## src/rtl/hcr_pkg.sv

```systemverilog
package hcr_pkg;

    typedef enum logic [1:0] {
        RX_HDR  = 2'd0,
        RX_HEAD = 2'd1,
        RX_BODY = 2'd2
    } rx_state_e;

    typedef enum logic {
        OUT_FREE = 1'b0,
        OUT_HELD = 1'b1
    } out_state_e;

endpackage

```

## src/rtl/hcr_in_chan.sv

```systemverilog
module hcr_in_chan
    import hcr_pkg::*;
#(
    parameter int DIM   = 3,
    parameter int HDR_W = 36,
    parameter int PW    = $clog2(DIM + 1)
) (
    input  logic           clk,
    input  logic           rst_n,
    input  logic [DIM-1:0] node_id,
    input  logic           in_bit,
    input  logic           in_vld,
    input  logic           in_eom,
    output logic           in_rdy,
    output logic           req,
    output logic [PW-1:0]  tgt,
    input  logic           gnt,
    output logic           tx_bit,
    output logic           tx_vld,
    output logic           tx_eom,
    input  logic           tx_rdy
);

    localparam int CW = $clog2(HDR_W);
    localparam logic [CW-1:0] LAST = CW'(HDR_W - 1);

    rx_state_e        st, st_nx;
    logic [CW-1:0]    cnt, cnt_nx;
    logic [HDR_W-1:0] hdr, hdr_nx;
    logic [PW-1:0]    tgt_q, tgt_nx;

    // lowest differing dimension, or the local port when none differs
    function automatic logic [PW-1:0] pick_port(input logic [DIM-1:0] dst,
                                                input logic [DIM-1:0] me);
        logic [DIM-1:0] diff;
        logic [PW-1:0]  res;
        diff = dst ^ me;
        res  = PW'(DIM);
        for (int k = DIM - 1; k >= 0; k--) begin
            if (diff[k]) res = PW'(k);
        end
        return res;
    endfunction

    // state register
    always_ff @(posedge clk) begin
        if (!rst_n) begin
            st    <= RX_HDR;
            cnt   <= '0;
            hdr   <= '0;
            tgt_q <= '0;
        end else begin
            st    <= st_nx;
            cnt   <= cnt_nx;
            hdr   <= hdr_nx;
            tgt_q <= tgt_nx;
        end
    end

    // next state and header datapath
    always_comb begin
        st_nx  = st;
        cnt_nx = cnt;
        hdr_nx = hdr;
        tgt_nx = tgt_q;
        unique case (st)
            RX_HDR: begin
                if (in_vld) begin
                    hdr_nx = {in_bit, hdr[HDR_W-1:1]};
                    if (cnt == LAST) begin
                        cnt_nx = '0;
                        st_nx  = RX_HEAD;
                        tgt_nx = pick_port(hdr_nx[DIM-1:0], node_id);
                    end else begin
                        cnt_nx = cnt + 1'b1;
                    end
                end
            end
            RX_HEAD: begin
                if (gnt && tx_rdy) begin
                    hdr_nx = {1'b0, hdr[HDR_W-1:1]};
                    if (cnt == LAST) begin
                        cnt_nx = '0;
                        st_nx  = RX_BODY;
                    end else begin
                        cnt_nx = cnt + 1'b1;
                    end
                end
            end
            RX_BODY: begin
                if (in_vld && in_rdy && in_eom) st_nx = RX_HDR;
            end
            default: st_nx = RX_HDR;
        endcase
    end

    // outputs
    always_comb begin
        in_rdy = 1'b0;
        req    = 1'b0;
        tx_bit = 1'b0;
        tx_vld = 1'b0;
        tx_eom = 1'b0;
        tgt    = tgt_q;
        unique case (st)
            RX_HDR: begin
                in_rdy = 1'b1;
            end
            RX_HEAD: begin
                req    = 1'b1;
                tx_vld = gnt;
                tx_bit = hdr[0];
            end
            RX_BODY: begin
                req    = 1'b1;
                tx_vld = in_vld && gnt;
                tx_bit = in_bit;
                tx_eom = in_eom;
                in_rdy = gnt && tx_rdy;
            end
            default: begin
                in_rdy = 1'b0;
            end
        endcase
    end

    AST_GNT_NOT_IDLE: assert property (@(posedge clk) disable iff (!rst_n)
        gnt |-> (st != RX_HDR)) else $error("grant seen by idle input");

    AST_HDR_ACCEPTS: assert property (@(posedge clk) disable iff (!rst_n)
        (st == RX_HDR && in_vld && cnt != LAST) |=> (st == RX_HDR && in_rdy)) else $error("header stall");

endmodule

```

## src/rtl/hcr_out_chan.sv

```systemverilog
module hcr_out_chan
    import hcr_pkg::*;
#(
    parameter int NP = 4,
    parameter int PW = $clog2(NP)
) (
    input  logic          clk,
    input  logic          rst_n,
    input  logic [NP-1:0] req_hit,
    input  logic [NP-1:0] tx_bit_v,
    input  logic [NP-1:0] tx_vld_v,
    input  logic [NP-1:0] tx_eom_v,
    output logic          o_bit,
    output logic          o_vld,
    output logic          o_eom,
    input  logic          o_rdy,
    output logic          busy,
    output logic [PW-1:0] owner
);

    out_state_e    st, st_nx;
    logic [PW-1:0] own_q, own_nx;
    logic [PW-1:0] last_q, last_nx;
    logic [PW-1:0] pick;
    logic          found;
    logic          end_x;

    // round-robin search starting after the previous owner
    always_comb begin
        found = 1'b0;
        pick  = '0;
        for (int k = 1; k <= NP; k++) begin
            logic [PW-1:0] idx;
            idx = PW'((int'(last_q) + k) % NP);
            if (!found && req_hit[idx]) begin
                found = 1'b1;
                pick  = idx;
            end
        end
    end

    // state register
    always_ff @(posedge clk) begin
        if (!rst_n) begin
            st     <= OUT_FREE;
            own_q  <= '0;
            last_q <= PW'(NP - 1);
        end else begin
            st     <= st_nx;
            own_q  <= own_nx;
            last_q <= last_nx;
        end
    end

    always_comb begin
        st_nx   = st;
        own_nx  = own_q;
        last_nx = last_q;
        unique case (st)
            OUT_FREE: begin
                if (found) begin
                    st_nx   = OUT_HELD;
                    own_nx  = pick;
                    last_nx = pick;
                end
            end
            OUT_HELD: begin
                if (end_x) st_nx = OUT_FREE;
            end
            default: st_nx = OUT_FREE;
        endcase
    end

    // outputs
    always_comb begin
        busy  = (st == OUT_HELD);
        owner = own_q;
        o_vld = busy && tx_vld_v[own_q];
        o_bit = busy && tx_bit_v[own_q];
        o_eom = busy && tx_eom_v[own_q];
        end_x = o_vld && o_rdy && o_eom;
    end

    AST_OWNER_HELD: assert property (@(posedge clk) disable iff (!rst_n)
        (busy && !end_x) |=> (busy && $stable(owner))) else $error("owner changed mid message");

    AST_NO_DROP: assert property (@(posedge clk) disable iff (!rst_n)
        (o_vld && !o_rdy) |=> (o_vld && $stable(o_bit) && $stable(o_eom))) else $error("bit dropped under stall");

endmodule

```

## src/rtl/hcube_router.sv

```systemverilog
module hcube_router
    import hcr_pkg::*;
#(
    parameter int DIM   = 3,
    parameter int HDR_W = 36
) (
    input  logic           clk,
    input  logic           rst_n,
    input  logic [DIM-1:0] node_id,
    input  logic [DIM-1:0] lk_in_bit,
    input  logic [DIM-1:0] lk_in_vld,
    input  logic [DIM-1:0] lk_in_eom,
    output logic [DIM-1:0] lk_in_rdy,
    output logic [DIM-1:0] lk_out_bit,
    output logic [DIM-1:0] lk_out_vld,
    output logic [DIM-1:0] lk_out_eom,
    input  logic [DIM-1:0] lk_out_rdy,
    input  logic           inj_bit,
    input  logic           inj_vld,
    input  logic           inj_eom,
    output logic           inj_rdy,
    output logic           ej_bit,
    output logic           ej_vld,
    output logic           ej_eom,
    input  logic           ej_rdy
);

    localparam int NP = DIM + 1;
    localparam int PW = $clog2(NP);

    logic [NP-1:0] p_in_bit, p_in_vld, p_in_eom, p_in_rdy;
    logic [NP-1:0] p_o_bit, p_o_vld, p_o_eom, p_o_rdy;
    logic [NP-1:0] req, gnt, tx_rdy;
    logic [NP-1:0] tx_bit, tx_vld, tx_eom;
    logic [NP-1:0] busy;
    logic [PW-1:0] tgt   [NP];
    logic [PW-1:0] owner [NP];
    logic [NP-1:0] hit   [NP];
    logic [NP-1:0] gcol  [NP];

    assign p_in_bit = {inj_bit, lk_in_bit};
    assign p_in_vld = {inj_vld, lk_in_vld};
    assign p_in_eom = {inj_eom, lk_in_eom};
    assign lk_in_rdy = p_in_rdy[DIM-1:0];
    assign inj_rdy   = p_in_rdy[DIM];

    assign lk_out_bit = p_o_bit[DIM-1:0];
    assign lk_out_vld = p_o_vld[DIM-1:0];
    assign lk_out_eom = p_o_eom[DIM-1:0];
    assign ej_bit     = p_o_bit[DIM];
    assign ej_vld     = p_o_vld[DIM];
    assign ej_eom     = p_o_eom[DIM];
    assign p_o_rdy    = {ej_rdy, lk_out_rdy};

    // request routing and grant return
    always_comb begin
        for (int o = 0; o < NP; o++) begin
            for (int i = 0; i < NP; i++) begin
                hit[o][i] = req[i] && (tgt[i] == PW'(o));
            end
        end
        for (int i = 0; i < NP; i++) begin
            for (int o = 0; o < NP; o++) begin
                gcol[i][o] = busy[o] && (owner[o] == PW'(i));
            end
            gnt[i]    = |gcol[i];
            tx_rdy[i] = |(gcol[i] & p_o_rdy);
        end
    end

    for (genvar i = 0; i < NP; i++) begin : g_in
        hcr_in_chan #(.DIM(DIM), .HDR_W(HDR_W), .PW(PW)) u_in (
            .clk     (clk),
            .rst_n   (rst_n),
            .node_id (node_id),
            .in_bit  (p_in_bit[i]),
            .in_vld  (p_in_vld[i]),
            .in_eom  (p_in_eom[i]),
            .in_rdy  (p_in_rdy[i]),
            .req     (req[i]),
            .tgt     (tgt[i]),
            .gnt     (gnt[i]),
            .tx_bit  (tx_bit[i]),
            .tx_vld  (tx_vld[i]),
            .tx_eom  (tx_eom[i]),
            .tx_rdy  (tx_rdy[i])
        );

        AST_ONE_GRANT: assert property (@(posedge clk) disable iff (!rst_n)
            $onehot0(gcol[i])) else $error("input owns two outputs");
    end

    for (genvar o = 0; o < NP; o++) begin : g_out
        hcr_out_chan #(.NP(NP), .PW(PW)) u_out (
            .clk      (clk),
            .rst_n    (rst_n),
            .req_hit  (hit[o]),
            .tx_bit_v (tx_bit),
            .tx_vld_v (tx_vld),
            .tx_eom_v (tx_eom),
            .o_bit    (p_o_bit[o]),
            .o_vld    (p_o_vld[o]),
            .o_eom    (p_o_eom[o]),
            .o_rdy    (p_o_rdy[o]),
            .busy     (busy[o]),
            .owner    (owner[o])
        );
    end

endmodule

```

## config.mk

```make
export PLATFORM = sky130hd
export DESIGN_NAME = hcube_router
export DESIGN_NICKNAME = d
export VERILOG_FILES = /design/src/rtl/hcr_pkg.sv /design/src/rtl/hcr_in_chan.sv /design/src/rtl/hcr_out_chan.sv /design/src/rtl/hcube_router.sv
export SDC_FILE = /design/constraint.sdc
export NUM_CORES = 1
export LEC_CHECK = 0
export BUFFER_PORTS_ARGS = -buffer_cell sky130_fd_sc_hd__buf_2
export CAP_MARGIN = 15
export CORE_UTILIZATION = 50
export CTS_BUF_LIST = sky130_fd_sc_hd__clkbuf_8 sky130_fd_sc_hd__clkbuf_16
export DETAILED_ROUTE_END_ITERATION = 16
export PLACE_DENSITY_LB_ADDON = 0.12
export SYNTH_ARGS = -nofsm -noshare
export SYNTH_HDL_FRONTEND = slang
export SYNTH_SLANG_ARGS = --single-unit
```

## constraint.sdc

```tcl
create_clock -name clk -period 2.4 [get_ports clk]
set_input_delay 0.12 -clock clk [delete_from_list [all_inputs] [get_ports clk]]
set_output_delay 0.12 -clock clk [all_outputs]
set_load 0.02 [all_outputs]
```

==> flow_summary.toml <==
[grt]
grt_pass1_wl_mm = 33.0
antenna_found_initial = 0
globalRouteMet1Util = 0.281
grt_pass1_vias = 6871
grt.overflow.total = 0
met3_usage = 0.0429
grt_util_all_layers = 0.197
use_met2 = 0.301
grt_max_degree = 154
busiest_layer = "met2"

[critical_path]
critical_path_arrival_ns = 2.23
slowest_stage = "mux4_2"
cp.required_ns = 2.28
cpPeakStageDelay_ns = 0.48
cp_top_family = "multiplexers"
critPathLaunchType = "flip-flop"
crit_chain = "inv_4 > ha_4 > a21oi_4 > nor2b_4 > a21boi_1 > mux4_2 > and2_4 > buf_6"
path_class = "flip-flop to output pin"
cp-end-kind = "output pin"
r2r_end = "g_out[0].u_out.owner[0]"
cp_max_fo = 5
r2r_start = "g_in[3].u_in.st[1]"
worstPathBufferInverterCount = 2
reg2reg_slack_ns = 0.25
r2r_cells = 8

[synthesis]
yosys.area_share.xor_xnor = 0.0144
synth_compound_area_frac = 0.162
synth.area.mux_share = 0.0854
yosys.area_share.simple = 0.240
syn_nets = 1184
ys.flop_type = "dfxtp_1"
synthArstFlopShare = 0
ys_types = 73
synth_edf_count = 0
ys_warn_count = 0
ys_ff_latch = 204
synthCells = 1147
syn_area_sq_um = 9730
yosys.area.top_type_share = 0.420
yosysTopAreaCell = "dfxtp_1"
synth_top_family_by_area = "simple AND/OR/NAND/NOR gates"
synthTopCellsByArea = "dfxtp_1 (42%), nand3_1 (6.7%), nand2_1 (6.3%)"
ys_seq_area_frac = 0.420
synth-adder-area-share = 0.0206
syn_avg_cell_area_sq_um = 8.48

[sta]
fin_crit_ns = 2.35
hold_viol_final = 0
timing.fmax_mhz = 425
finClkSkew_ns = 0.00758
setup_viol = 0
finalCritPeriodShare = 0.980
relSlewSlack = 0.597
rsz0062_at_grt = "true"
worst_pin_slew_ns = 0.605
setup_ws_ns = 0.0484
drv_slew = 0

[cts]
clock-sinks = 204
cts_tree = "yes"
clk_latency_ns = 0.49
clk_pin_slew_worst_paths_ns = 0.06
clock_path_buffers = 3
clock-root-buffer = "clkbuf_16"
h-tree-depth = 1
numCtsBuffers = 23

[power]
powerDensity_nw_per_um2 = 677
ir_worst_vdd_mv = 0.521
p_leak_nw = 4.08
power_w = 0.00751

[hold_path]
min_path_cells = 3
holdCritPathClass = "input pin to flip-flop"
worstHoldEndpoint = "g_out[2].u_out.busy"
min-delay-start = "lk_out_rdy[2]"

[route]
wirelength_mm = 19.7
first_pass_iters = 6
viasPerCell = 5.47
route.detailed.drc = 0
post_drt_wl_per_cell_microns = 13.8
vias = 7801
initialDrtViolationCount = 504
final_antenna_net_count = 0

[layout]
area_delta_synth_final_pct = 13.9
mostFrequentLayoutCells = "dfxtp_1 (196), nand2_1 (161), nand3_1 (131)"
multi_input_area_sq_um = 5290
final_common_cell = "dfxtp_1"
stdcell_count = 1425
nFillCells = 1698
seqCellArea_sq_um = 4100
post-route-util = 0.587
fin_nets = 1187
n_antenna_cell = 0
drive_gt1_frac = 0.144

[floorplanning]
num_rows = 50
die_height_microns = 141
start_util = 0.515
die_w_microns = 141
die-area_sq_um = 20000
coreArea_sq_um = 18900
ios = 37

[run]
maxCapViolations = 0

[placement]
placedCellCount = 1372
gp_congestion = 0.925
port_buffers = 36
dp.final_hpwl_mm = 12.8
place_ws_ns = 0.193

[outcome]
status = "finished clean"
-- worst register-to-register path: cells and delay by family (launching register included) --
kind	cells	cell delay, ns
buffers and inverters	2	0.18
adder cells (fa/ha/maj)	1	0.27
AO/OA/AOI/OAI	3	0.53
AND/OR/NAND/NOR	2	0.66
flip-flops	1	0.38
-- cell type report --
type	count	area share
repair buffers	70	0.0488
clock inverters	11	0.00666
flip-flops and latches	204	0.370
well taps	260	0.0294
clock buffers	29	0.0594
inverters	24	0.00858
multi-input cells	827	0.477
-- report_power, final --
group	internal, W	total, W	switching, W
Sequential	0.00344	0.00350	0.0000649
Combinational	0.000235	0.000655	0.000420
Clock	0.00202	0.00335	0.00133
-- metal layers --
metal,vias up,wire [microns]
li1,4070,-
met1,3561,9830
met2,147,8510
met3,23,1050
met4,0,266
met5,-,0
-- state kept, by name, summed over array words and instances, names as in the netlist --
signal              count
g_out.u_out.last_q      8
g_out.u_out.owner       8
g_in.u_in.hdr         144
g_in.u_in.tgt           8
g_in.u_in.cnt          24
g_in.u_in.st            8
g_out.u_out.busy        4
-- kinds of logic (layout without fill, tap and decap cells) --
group           Yosys count  count (layout)
simple gates            478             478
compound gates          249             249
flops                   204             204
buf+inv                 116             134
mux                      68              68
fa+ha+maj                16              16
xor+xnor                 16              16
-- synth_stat cells, drive strengths merged, types with 8 or more instances --
cell	n
dfxtp	204
nand2	164
nand3	131
o21ai	129
nor2	74
mux2i	56
clkbuf	47
buf	45
a21oi	35
inv	24
ha	16
and2	15
nand4	14
mux4	12
nand3b	10
nor2b	9
nand2b	8
nand4b	8
nor3	8
xnor2	8
xor2	8
-- through the flow --
step	TNS [ns]	instance area (sq um)	hold slack, ns
after floorplan	0	9730	0.235
after global placement	0	10000	0.398
after detailed placement	0	10000	0.408
after CTS	0	11000	0.0139
after global routing	-0.0156	11100	0.0545
final	0	11100	0.0413
-- timing repair --
action | 4_1_cts | 5_1_grt
gates cloned | 0 | 0
pin swaps | 1 | 3
gates resized for setup | 37 | 23
endpoints found under the setup margin | 10 | 12
setup buffers | 2 | 4
hold buffers | 7 | 0
hold endpoints to repair | 7 | 0
-- worst max path at each step --
stage | from | end | slack (ns) | cells past startpoint
floorplan | g_in[2].u_in.st[0] | g_out[0].u_out.last_q[0] | 0.38 | 7
global placement | g_in[2].u_in.st[1] | g_out[0].u_out.last_q[0] | 0.26 | 7
detailed placement | g_in[3].u_in.st[1] | g_out[0].u_out.owner[0] | 0.19 | 7
CTS | g_in[3].u_in.st[1] | ej_vld | 0.0004 | 7
global route | g_in[3].u_in.st[0] | ej_vld | -0.02 | 8
finish | g_in[3].u_in.st[0] | ej_vld | 0.05 | 8
Note: power is estimated with default switching activity, not from simulation.
